[src/rtl/pktdma_pkg.sv]
package pktdma_pkg;
  localparam int BUS_AW = 8;
  localparam int BUS_DW = 32;
  localparam int OFS_W  = 5;

  localparam logic [OFS_W-1:0] OFS_CTRL = 5'h00;
  localparam logic [OFS_W-1:0] OFS_STAT = 5'h02;
  localparam logic [OFS_W-1:0] OFS_CNT  = 5'h04;
  localparam logic [OFS_W-1:0] OFS_PTR  = 5'h0C;
  localparam logic [OFS_W-1:0] OFS_FIN  = 5'h14;
  localparam logic [OFS_W-1:0] OFS_FOUT = 5'h16;

  localparam int CB_MASK = 8;
  localparam int CB_GO   = 7;
  localparam int CB_RST  = 5;

  localparam int STAT_W  = 8;
  localparam int SB_PERR = 0;
  localparam int SB_DONE = 2;
  localparam int SB_UIRQ = 4;
  localparam int SB_SEQ  = 6;

  localparam logic [BUS_AW-1:0] LOCK_ADDR = 8'hC7;
  localparam logic [7:0]        LOCK_KEY  = 8'd7;
  localparam int                WIN_BASE  = 'h80;
  localparam int                WIN_SPAN  = 'h20;

  typedef struct packed {
    logic perr;
    logic uirq;
    logic seq;
    logic done;
  } core_ev_t;
endpackage

[src/rtl/pktdma_addr_dec.sv]
module pktdma_addr_dec
  import pktdma_pkg::*;
#(
  parameter int NUM_CH = 2
) (
  input  logic [BUS_AW-1:0] addr,
  output logic [NUM_CH-1:0] ch_hit,
  output logic              lock_hit,
  output logic [OFS_W-1:0]  ofs
);
  localparam int EXT_W = BUS_AW + 2;

  logic [EXT_W-1:0] addr_x;
  assign addr_x = {2'b00, addr};

  for (genvar g = 0; g < NUM_CH; g++) begin : g_win
    localparam int LO = WIN_BASE + g * WIN_SPAN;
    localparam int HI = LO + WIN_SPAN;
    assign ch_hit[g] = (addr_x >= EXT_W'(LO)) && (addr_x < EXT_W'(HI));
  end

  assign lock_hit = (addr == LOCK_ADDR);
  assign ofs      = addr[OFS_W-1:0];
endmodule

[src/rtl/pktdma_status_unit.sv]
module pktdma_status_unit
  import pktdma_pkg::*;
(
  input  logic              clk,
  input  logic              rst_n,
  input  logic              hold,
  input  logic              rd_clr,
  input  core_ev_t          ev,
  output logic [STAT_W-1:0] stat
);
  logic [STAT_W-1:0] set_vec;

  always_comb begin
    set_vec          = '0;
    set_vec[SB_PERR] = ev.perr;
    set_vec[SB_DONE] = ev.done;
    set_vec[SB_UIRQ] = ev.uirq;
    set_vec[SB_SEQ]  = ev.seq;
  end

  always_ff @(posedge clk or negedge rst_n) begin
    if (!rst_n)      stat <= '0;
    else if (hold)   stat <= '0;
    else if (rd_clr) stat <= set_vec;
    else             stat <= stat | set_vec;
  end

  AST_CLR_ON_READ: assert property (@(posedge clk) disable iff (!rst_n)
    (rd_clr && set_vec == '0) |=> (stat == '0));
  AST_EVENT_KEPT: assert property (@(posedge clk) disable iff (!rst_n)
    (ev.uirq && !hold) |=> stat[SB_UIRQ]);
endmodule

[src/rtl/pktdma_chan.sv]
module pktdma_chan
  import pktdma_pkg::*;
#(
  parameter int CNT_W = 16,
  parameter int THR_W = 16,
  parameter int PTR_W = 32
) (
  input  logic              clk,
  input  logic              rst_n,
  input  logic              sel,
  input  logic              wr,
  input  logic              rd,
  input  logic [OFS_W-1:0]  ofs,
  input  logic [BUS_DW-1:0] wdata,
  input  logic              lock_ok,
  input  logic              core_done,
  input  logic              core_perr,
  input  logic              core_uirq,
  input  logic              core_seqerr,
  output logic [BUS_DW-1:0] rdata_c,
  output logic              start,
  output logic              eng_rst,
  output logic              irq_mask,
  output logic [1:0]        pio,
  output logic [CNT_W-1:0]  cnt,
  output logic [PTR_W-1:0]  ptr,
  output logic [THR_W-1:0]  fin,
  output logic [THR_W-1:0]  fout,
  output logic              irq
);
  logic              busy;
  logic              wr_ctrl;
  logic              go_ok;
  logic              rd_stat;
  logic [STAT_W-1:0] stat;
  core_ev_t          ev;

  assign wr_ctrl = sel && wr && (ofs == OFS_CTRL);
  assign rd_stat = sel && rd && (ofs == OFS_STAT);
  assign go_ok   = wr_ctrl && wdata[CB_GO] && !wdata[CB_RST] && !eng_rst
                   && !busy && lock_ok;

  always_ff @(posedge clk or negedge rst_n) begin
    if (!rst_n) begin
      irq_mask <= 1'b1;
      eng_rst  <= 1'b0;
      pio      <= '0;
      start    <= 1'b0;
      busy     <= 1'b0;
    end else begin
      start <= go_ok;
      if (wr_ctrl) begin
        irq_mask <= wdata[CB_MASK];
        eng_rst  <= wdata[CB_RST];
        pio      <= wdata[1:0];
      end
      if (eng_rst)        busy <= 1'b0;
      else if (go_ok)     busy <= 1'b1;
      else if (core_done) busy <= 1'b0;
    end
  end

  always_ff @(posedge clk or negedge rst_n) begin
    if (!rst_n) begin
      cnt  <= '0;
      ptr  <= '0;
      fin  <= '0;
      fout <= '0;
    end else if (sel && wr) begin
      case (ofs)
        OFS_CNT:  cnt  <= wdata[CNT_W-1:0];
        OFS_PTR:  ptr  <= wdata[PTR_W-1:0];
        OFS_FIN:  fin  <= wdata[THR_W-1:0];
        OFS_FOUT: fout <= wdata[THR_W-1:0];
        default: ;
      endcase
    end
  end

  assign ev.perr = core_perr;
  assign ev.uirq = core_uirq;
  assign ev.seq  = core_seqerr;
  assign ev.done = core_done && busy;

  pktdma_status_unit u_stat (
    .clk    (clk),
    .rst_n  (rst_n),
    .hold   (eng_rst),
    .rd_clr (rd_stat),
    .ev     (ev),
    .stat   (stat)
  );

  always_comb begin
    rdata_c = '0;
    case (ofs)
      OFS_CTRL: begin
        rdata_c[CB_MASK] = irq_mask;
        rdata_c[CB_RST]  = eng_rst;
        rdata_c[1:0]     = pio;
      end
      OFS_STAT: rdata_c[STAT_W-1:0] = stat;
      OFS_CNT:  rdata_c[CNT_W-1:0]  = cnt;
      OFS_PTR:  rdata_c[PTR_W-1:0]  = ptr;
      OFS_FIN:  rdata_c[THR_W-1:0]  = fin;
      OFS_FOUT: rdata_c[THR_W-1:0]  = fout;
      default: ;
    endcase
  end

  assign irq = (|stat) && !irq_mask;

  AST_GO_SINGLE: assert property (@(posedge clk) disable iff (!rst_n)
    start |=> !start);
  AST_GO_GATED: assert property (@(posedge clk) disable iff (!rst_n)
    start |-> ($past(lock_ok) && !$past(busy)));
  AST_RST_HOLDS: assert property (@(posedge clk) disable iff (!rst_n)
    eng_rst |=> (stat == '0));
  AST_PERR_STICKY: assert property (@(posedge clk) disable iff (!rst_n)
    (core_perr && !eng_rst) |=> stat[SB_PERR]);
endmodule

[src/rtl/pktdma_chan_regs.sv]
module pktdma_chan_regs
  import pktdma_pkg::*;
#(
  parameter int NUM_CH = 2,
  parameter int CNT_W  = 16,
  parameter int THR_W  = 16,
  parameter int PTR_W  = 32
) (
  input  logic                      clk,
  input  logic                      rst_n,
  input  logic                      bus_wr,
  input  logic                      bus_rd,
  input  logic [BUS_AW-1:0]         bus_addr,
  input  logic [BUS_DW-1:0]         bus_wdata,
  output logic [BUS_DW-1:0]         bus_rdata,
  input  logic [NUM_CH-1:0]         core_done,
  input  logic [NUM_CH-1:0]         core_perr,
  input  logic [NUM_CH-1:0]         core_uirq,
  input  logic [NUM_CH-1:0]         core_seqerr,
  output logic [NUM_CH-1:0]         eng_start,
  output logic [NUM_CH-1:0]         eng_reset,
  output logic [NUM_CH-1:0]         eng_irq_mask,
  output logic [2*NUM_CH-1:0]       eng_pio_mode,
  output logic [CNT_W*NUM_CH-1:0]   desc_count,
  output logic [PTR_W*NUM_CH-1:0]   desc_ptr,
  output logic [THR_W*NUM_CH-1:0]   fifo_in_thr,
  output logic [THR_W*NUM_CH-1:0]   fifo_out_thr,
  output logic [NUM_CH-1:0]         chan_irq
);
  logic [NUM_CH-1:0] ch_hit;
  logic              lock_hit;
  logic [OFS_W-1:0]  ofs;
  logic [7:0]        lock_q;
  logic              lock_ok;
  logic [BUS_DW-1:0] ch_rdata [NUM_CH];
  logic [BUS_DW-1:0] rd_mux;

  pktdma_addr_dec #(.NUM_CH(NUM_CH)) u_dec (
    .addr     (bus_addr),
    .ch_hit   (ch_hit),
    .lock_hit (lock_hit),
    .ofs      (ofs)
  );

  always_ff @(posedge clk or negedge rst_n) begin
    if (!rst_n)                  lock_q <= '0;
    else if (bus_wr && lock_hit) lock_q <= bus_wdata[7:0];
  end
  assign lock_ok = (lock_q == LOCK_KEY);

  for (genvar c = 0; c < NUM_CH; c++) begin : g_ch
    pktdma_chan #(.CNT_W(CNT_W), .THR_W(THR_W), .PTR_W(PTR_W)) u_chan (
      .clk         (clk),
      .rst_n       (rst_n),
      .sel         (ch_hit[c]),
      .wr          (bus_wr),
      .rd          (bus_rd),
      .ofs         (ofs),
      .wdata       (bus_wdata),
      .lock_ok     (lock_ok),
      .core_done   (core_done[c]),
      .core_perr   (core_perr[c]),
      .core_uirq   (core_uirq[c]),
      .core_seqerr (core_seqerr[c]),
      .rdata_c     (ch_rdata[c]),
      .start       (eng_start[c]),
      .eng_rst     (eng_reset[c]),
      .irq_mask    (eng_irq_mask[c]),
      .pio         (eng_pio_mode[2*c +: 2]),
      .cnt         (desc_count[CNT_W*c +: CNT_W]),
      .ptr         (desc_ptr[PTR_W*c +: PTR_W]),
      .fin         (fifo_in_thr[THR_W*c +: THR_W]),
      .fout        (fifo_out_thr[THR_W*c +: THR_W]),
      .irq         (chan_irq[c])
    );
  end

  always_comb begin
    rd_mux = '0;
    if (lock_hit) rd_mux[7:0] = lock_q;
    for (int c = 0; c < NUM_CH; c++) begin
      if (ch_hit[c]) rd_mux = rd_mux | ch_rdata[c];
    end
  end

  always_ff @(posedge clk or negedge rst_n) begin
    if (!rst_n)      bus_rdata <= '0;
    else if (bus_rd) bus_rdata <= rd_mux;
  end

  AST_ONE_WINDOW: assert property (@(posedge clk) disable iff (!rst_n)
    $onehot0(ch_hit));
endmodule

[config.mk]
export PLATFORM = sky130hd
export DESIGN_NAME = pktdma_chan_regs
export DESIGN_NICKNAME = d
export VERILOG_FILES = /design/src/rtl/pktdma_pkg.sv /design/src/rtl/pktdma_addr_dec.sv /design/src/rtl/pktdma_status_unit.sv /design/src/rtl/pktdma_chan.sv /design/src/rtl/pktdma_chan_regs.sv
export SDC_FILE = /design/constraint.sdc
export NUM_CORES = 1
export LEC_CHECK = 0
export ABC_CLOCK_PERIOD_IN_PS = 4050
export BUFFER_PORTS_ARGS = -buffer_cell sky130_fd_sc_hd__buf_2
export CAP_MARGIN = 10
export CORE_MARGIN = 4
export CORE_UTILIZATION = 31
export CTS_CLUSTER_SIZE = 12
export DETAILED_ROUTE_END_ITERATION = 10
export HOLD_SLACK_MARGIN = 0.15
export PLACE_DENSITY = 0.55
export SETUP_SLACK_MARGIN = 0.5
export SLEW_MARGIN = 10
export SYNTH_ARGS = -nofsm -noshare
export SYNTH_HDL_FRONTEND = slang
export SYNTH_SLANG_ARGS = --single-unit
[constraint.sdc]
create_clock -name clk -period 4.05 [get_ports clk]
set_input_delay 0.2025 -clock clk [delete_from_list [all_inputs] [get_ports clk]]
set_output_delay 0.2025 -clock clk [all_outputs]
set_load 0.01 [all_outputs]
==> metrics.yaml, run 1 <==
grt_use_met2_pct: 30.7
yosys_warnings: 0
cts_tree: "yes"
finalSetupViolCount: 0
numClockSinks: 220
synth_edf_count: 0
path_class: "in -> reg"
crit_slowest_cell: "nand2_2"
cpPeakStageDelay_ps: 710
netlist_area_um2: 9720
ys_seq_elements: 220
placed_cells: 1329
via_per_inst: 5.24
synth_top_flop_cell: "dfrtp_1"
diodes: 0
finalClockSkew_ps: 14.6
start_util_pct: 31.6
ys_types: 54
ant_nets: 0
cp.required_ps: 4450
wl_per_cell_um: 24.2
final_cells: 1419
cp-start-kind: "primary input"
synthCells: 725
startpoint: "bus_addr[5]"
postCtsResizedCells: 0
worst_slew_pin_slew_ps: 1270
crit_arrival_ps: 3130
async_reset_ff_share_pct: 100
hp-class: "in -> reg"
crit-reg2reg-launch: "lock_q[6]$_DFFE_PN0P_"
cp_max_fo: 32
grt_start_max_net_pins: 112
pin_count: 256
finalWirelength_um: 34300
syn_nets: 777
finalWorstSetupSlack_ps: 1330
drt_pass1_iterations: 5
yosysSeqAreaShare_pct: 56.7
hp-start: "bus_addr[7]"
grt_first_pass_wirelength_um: 50300
root_buffer: "clkbuf_16"
die_h_um: 185
relSlewSlack_pct: 14.5
grt_pass1_vias: 7502
use_met1_pct: 27.2
track_usage_pct: 19.4
clock_path_buffers: 3
reg2regPathDepth: 4
use_met3_pct: 4.91
synth_top_family_by_area: "multiplexers"
synth_top_area_cell: "dfrtp_1"
period_share_pct: 67.3
dieArea_um2: 34200
maxSlewViolCount: 0
crit_path_end_kind: "register"
outcome: "finished, final reports clean"
vias: 7430
synth_simple_gate_area_share_pct: 5.94
syn2layout_area_growth_pct: 29.7
drcViolationCount: 0
final_util_pct: 41.0
holdPathStages: 3
cts_max_level: 1
placementRows: 64
coreArea_um2: 30700
power.density_nw_per_um2: 416
cts_buffers: 26
worstReg2RegEnd: "g_ch[0].u_chan.start$_DFF_PN0_"
synth_top_area_share_pct: 56.1
antenna_found_initial: 1
r2r_slack_ps: 2130
maxCapViolations: 0
post-route-min-period_ps: 2720
whs_endpoint: "bus_rdata[8]$_DFFE_PN0P_"
busiest_layer: "met2"
setup_tns_ps: 0
dpl.hpwl_um: 23800
drt_iter0_drc: 489
overflow: 0
ir_drop_mv: 0.346
synth-xor-area-share_pct: 0
place.gp.congestion: 0.831
avgSynthCellArea_um2: 13.4
fin_nets: 1057
clkLatencyLatePin_ps: 530
die_x_um: 185
layout-drive-gt1-share_pct: 47.9
synth_mux_area_share_pct: 22.7
dp_slack_ps: 1160
path_cells: "dlygate4sd3_1, buf_2, and3b_1, buf_4, and2_0, nand2_2, mux2_1"
ys_top_cells_by_area: "dfrtp_1 (56%), mux2_2 (19%), a22oi_1 (4.4%), o2bb2ai_1 (1.9%), mux2i_1 (1.9%)"
rsz0062_at_grt: "false"
hold_violations: 0
clk_pin_slew_ps: 60
yosys.area_share.adder_pct: 0
max_clock_freq_mhz: 367
portBuffers: 255
p_leak_nw: 6.48
synth_compound_area_share_pct: 11.3
==> logic make-up (layout without fill, tap and decap cells) <==
group / Yosys count / in the layout
AOI/OAI and AO/OA: 151 / 151
buffers and inverters: 62 / 360
muxes: 198 / 198
and+or+nand+nor: 94 / 94
DFF: 220 / 220
==> repair_timing <==
action / in CTS / in global routing
buffers inserted: 0 / 0
hold buffers: 44 / 0
hold endpoints to repair: 288 / 0
==> critical path: cells and delay by family <==
family / cells / cell delay [ps]
buf+inv: 3 / 1030
mux: 1 / 580
simple gates: 3 / 1280
==> worst max path at each step <==
stage / to / slack, ps / cells past startpoint
after global placement: g_ch[0].u_chan.cnt[9]$_DFFE_PN0P_ / 1160 / 5
final: g_ch[1].u_chan.ptr[29]$_DFFE_PN0P_ / 1330 / 7
after detailed placement: g_ch[0].u_chan.fout[1]$_DFFE_PN0P_ / 1160 / 5
after global routing: g_ch[1].u_chan.ptr[29]$_DFFE_PN0P_ / 1160 / 7
after floorplan: g_ch[1].u_chan.fin[10]$_DFFE_PN0P_ / 2210 / 8
after CTS: g_ch[1].u_chan.ptr[29]$_DFFE_PN0P_ / 1310 / 7
==> sequential cells by signal, summed over array words and instances, names as in the netlist <==
name and cells:
g_ch.u_chan.eng_rst 2, bus_rdata 32, g_ch.u_chan.start 2, g_ch.u_chan.ptr 64
g_ch.u_chan.fout 32, g_ch.u_chan.cnt 32, g_ch.u_chan.fin 32, g_ch.u_chan.pio 4
lock_q 8, g_ch.u_chan.irq_mask 2, g_ch.u_chan.busy 2, g_ch.u_chan.u_stat.stat 8
==> synthesized netlist by cell type (all sizes together) (5+ instances only) <==
library cell	instances
dfrtp	218
mux2	180
a22oi	57
buf	47
a21oi	31
nor2	25
o2bb2ai	21
mux2i	18
nand2	16
clkbuf	13
nand3	9
a211o	8
o21ai	8
a22o	7
and2	7
nor4	7
nor2b	6
nor3	5
==> report_power, final <==
part | switching, mW | internal (mW)
combinational | 0.264 | 0.196
clock | 0.930 | 1.46
sequential | 0.0922 | 2.30
total | 1.29 | 3.95
==> metal layers <==
metal	wire (um)	share of wire (%)
met5	8	0.023
met4	701	2.0
met3	2470	7.2
met2	16000	47
met1	15100	44
==> cells in the final DEF (no fill, tap or decap), types with 3 or more instances in the layout <==
cell	instances
buf_2	254
dfrtp_1	218
mux2_2	165
a22oi_1	57
dlygate4sd3_1	44
a21oi_1	31
clkbuf_16	26
nor2_1	25
o2bb2ai_1	21
mux2i_1	18
mux2_1	15
nand2_1	13
buf_4	13
a211o_1	8
a22o_1	7
o21ai_0	6
clkbuf_1	6
nor2b_1	5
and2_1	5
nand3_1	5
nor4_1	5
clkbuf_8	5
o22ai_1	4
or3_1	4
clkinv_2	4
nor3_1	3
nand3_2	3
and3_1	3
nand2_2	3
a221oi_1	3
a41oi_1	3
o32a_1	3
bufinv_16	3
==> area by class of cell <==
| type | count | area (um2) |
|---|---|---|
| clock inverters | 9 | 135 |
| fillers | 3024 | 18100 |
| clock buffers | 37 | 742 |
| multi-input cells | 443 | 3890 |
| repair buffers | 312 | 1820 |
| inverters | 2 | 7.51 |
| well taps | 396 | 495 |
| flip-flops and latches | 220 | 5510 |
==> through the flow <==
step,hold WS (ps),area [um2],total power [mW]
after CTS,159,12600,5.30
after floorplan,-93.1,9720,2.59
final,188,12600,5.24
after detailed placement,336,11300,2.86
after global placement,331,11300,2.85
after global routing,201,12600,5.43
No activity file was read; power rests on OpenSTA's default activity.
==> run 2, diff against run 1 <==
--- a/config.mk
+++ b/config.mk
@@ -5,7 +5,7 @@
 export SDC_FILE = /design/constraint.sdc
 export NUM_CORES = 1
 export LEC_CHECK = 0
-export ABC_CLOCK_PERIOD_IN_PS = 4050
+export ABC_CLOCK_PERIOD_IN_PS = 2450
 export BUFFER_PORTS_ARGS = -buffer_cell sky130_fd_sc_hd__buf_2
 export CAP_MARGIN = 10
 export CORE_MARGIN = 4
@@ -13,7 +13,7 @@
 export CTS_CLUSTER_SIZE = 12
 export DETAILED_ROUTE_END_ITERATION = 10
 export HOLD_SLACK_MARGIN = 0.15
-export PLACE_DENSITY = 0.55
+export PLACE_DENSITY = 0.57
 export SETUP_SLACK_MARGIN = 0.5
 export SLEW_MARGIN = 10
 export SYNTH_ARGS = -nofsm -noshare
==> constraint.sdc (replaced) <==
create_clock -name clk -period 2.45 [get_ports clk]
set_input_delay 0.1225 -clock clk [delete_from_list [all_inputs] [get_ports clk]]
set_output_delay 0.1225 -clock clk [all_outputs]
set_load 0.01 [all_outputs]
==> run 2 against run 1 <==
Against the previous run:
- global-route usage up 0.10 points
- combinational power up 73%
- die area unchanged
- non-clock buffer count up 29
- worst hold slack worse by 48 ps
- total power up 65%
- critical endpoint is now g_ch[0].u_chan.fin[3]$_DFFE_PN0P_
- critical path depth unchanged
- register-to-register slack worse by 1300 ps
- via count up 1.6%
- sequential power up 65%
==> metrics.yaml, run 2 (synthesized netlist as in run 1, its figures left out) <==
overflow: 0  # unchanged
power.density_nw_per_um2: 669  # +61%
grt_pass1_vias: 7952  # +6.0%
clkLatencyLatePin_ps: 540  # about the same
placementRows: 64  # unchanged
dpl.hpwl_um: 24000  # +1.1%
fin_nets: 1086  # +2.7%
ir_drop_mv: 0.511  # +48%
layout-drive-gt1-share_pct: 49.0  # +1.1 points
multiInputGateArea_um2: 3900  # +0.29%
outcome: "finished, final reports clean"
rsz0062_at_grt: "false"
fillers: 3017  # -0.23%
wl_per_cell_um: 23.6  # -2.4%
root_buffer: "clkbuf_16"
finalWirelength_um: 34200  # -0.24%
cp-start-kind: "primary input"
syn2layout_area_growth_pct: 33.0
worst_slew_pin_slew_ps: 698  # -572 ps
total_power_mw: 8.64  # +65%
die_h_um: 185  # unchanged
period_share_pct: 77.4
start_util_pct: 31.6  # unchanged
clock_path_buffers: 3  # unchanged
vias: 7552  # +1.6%
finalSetupViolCount: 0  # unchanged
grt_start_max_net_pins: 84  # -25%
final_common_cell: "buf_2"
drt_pass1_iterations: 5  # unchanged
final-seq-area_um2: 5510  # unchanged
coreArea_um2: 30700  # unchanged
ant_nets: 0  # unchanged
diodes: 0  # unchanged
hold_violations: 0  # unchanged
max_clock_freq_mhz: 527
clk_pin_slew_ps: 60  # about the same
relSlewSlack_pct: 53.5  # +39 points
largest_register_ffs: 64  # unchanged
path_class: "in -> reg"
portBuffers: 255  # unchanged
antenna_found_initial: 0  # -1
maxSlewViolCount: 0  # unchanged
track_usage_pct: 19.5  # +0.10 points
cts_buffers: 26  # unchanged
post_cts_buffers: 0  # unchanged
dieArea_um2: 34200  # unchanged
drcViolationCount: 0  # unchanged
p_leak_nw: 6.66  # +2.9%
cp.required_ps: 2850  # -1600 ps
setup_tns_ps: 0  # unchanged
cp_max_fo: 16  # -50%
place.gp.congestion: 0.832  # about the same
grt_first_pass_wirelength_um: 51100  # +1.6%
numClockSinks: 220  # unchanged
finalClockSkew_ps: 19.9  # +5.34 ps
post-route-min-period_ps: 1900
maxCapViolations: 0  # unchanged
cts_tree: "yes"
cts_max_level: 1  # unchanged
crit_path_end_kind: "register"
drt_iter0_drc: 442  # -9.6%
final_cells: 1450  # +2.2%
layout_common_cells: "buf_2 (254), dfrtp_1 (218), mux2_2 (165)"
placed_cells: 1351  # +1.7%
regMostFlops: "g_ch.u_chan.ptr"
die_x_um: 185  # unchanged
hp-class: "in -> reg"
pin_count: 256  # unchanged
via_per_inst: 5.21  # -0.53%
crit_arrival_ps: 2300  # -830 ps
==> run 2: report_power, final <==
part / internal [mW] / total [mW] / switching, mW
sequential: 3.79 / 3.94 / 0.146
combinational: 0.348 / 0.794 / 0.446
clock: 2.34 / 3.90 / 1.56
total: 6.48 / 8.64 / 2.16
==> run 2: worst paths after layout <==
| check | to | start | slack [ps] | depth (start not counted) |
|---|---|---|---|---|
| worst min-delay path | bus_rdata[7]$_DFFE_PN0P_ | bus_addr[0] | 140 | 4 |
| worst min register to register | g_ch[1].u_chan.start$_DFF_PN0_ | g_ch[1].u_chan.busy$_DFFE_PN0P_ | 470 | 1 |
| worst max-delay path | g_ch[0].u_chan.fin[3]$_DFFE_PN0P_ | bus_addr[7] | 550 | 7 |
| min in group asynchronous | g_ch[0].u_chan.ptr[30]$_DFFE_PN0P_ | rst_n | 180 | 2 |
| worst max register to register | g_ch[0].u_chan.busy$_DFFE_PN0P_ | lock_q[6]$_DFFE_PN0P_ | 800 | 4 |
| max in group asynchronous | g_ch[1].u_chan.irq_mask$_DFFE_PN1N_ | rst_n | 1440 | 3 |
==> run 2: area by class of cell <==
type	instances	share of cell area, %
Sequential cell	220	42.6
Multi-Input combinational cell	443	30.2
Timing Repair Buffer	341	16.5
Clock buffer	40	6.14
Tap cell	396	3.84
Clock inverter	8	0.678
Inverter	2	0.0581
==> run 2: metal layers <==
metal	global-route usage, %	up-vias	share of wire (%)	routed length [um]
li1	-	3345	-	-
met1	26.7	3882	43	14800
met2	31.3	275	47	15900
met3	4.83	50	7.6	2590
met4	5.08	0	2.5	871
met5	0	-	0	0
==> run 2: stage by stage <==
step	utilization [%]	instance area [um2]	setup slack [ps]	hold WS [ps]
floorplan	-	9720	694	-173
global placement	37.4	11500	316	166
detailed placement	37.4	11500	339	169
CTS	42.0	12900	530	153
global route	42.0	12900	501	177
finish	42.0	12900	554	141
==> run 2: critical path: stages <==
cell and delay, ps:
dlygate4sd3_1 570, buf_2 150, inv_1 100, nor3_4 400, buf_4 220, nand3_4 330, mux2_2 400
==> run 2: repair_timing <==
| item | 4_1_cts | 5_1_grt |
|---|---|---|
| hold buffers | 51 | 0 |
| setup endpoints to repair | 0 | 64 |
| gates resized for setup | 0 | 4 |
| endpoints found under the hold margin | 364 | 0 |
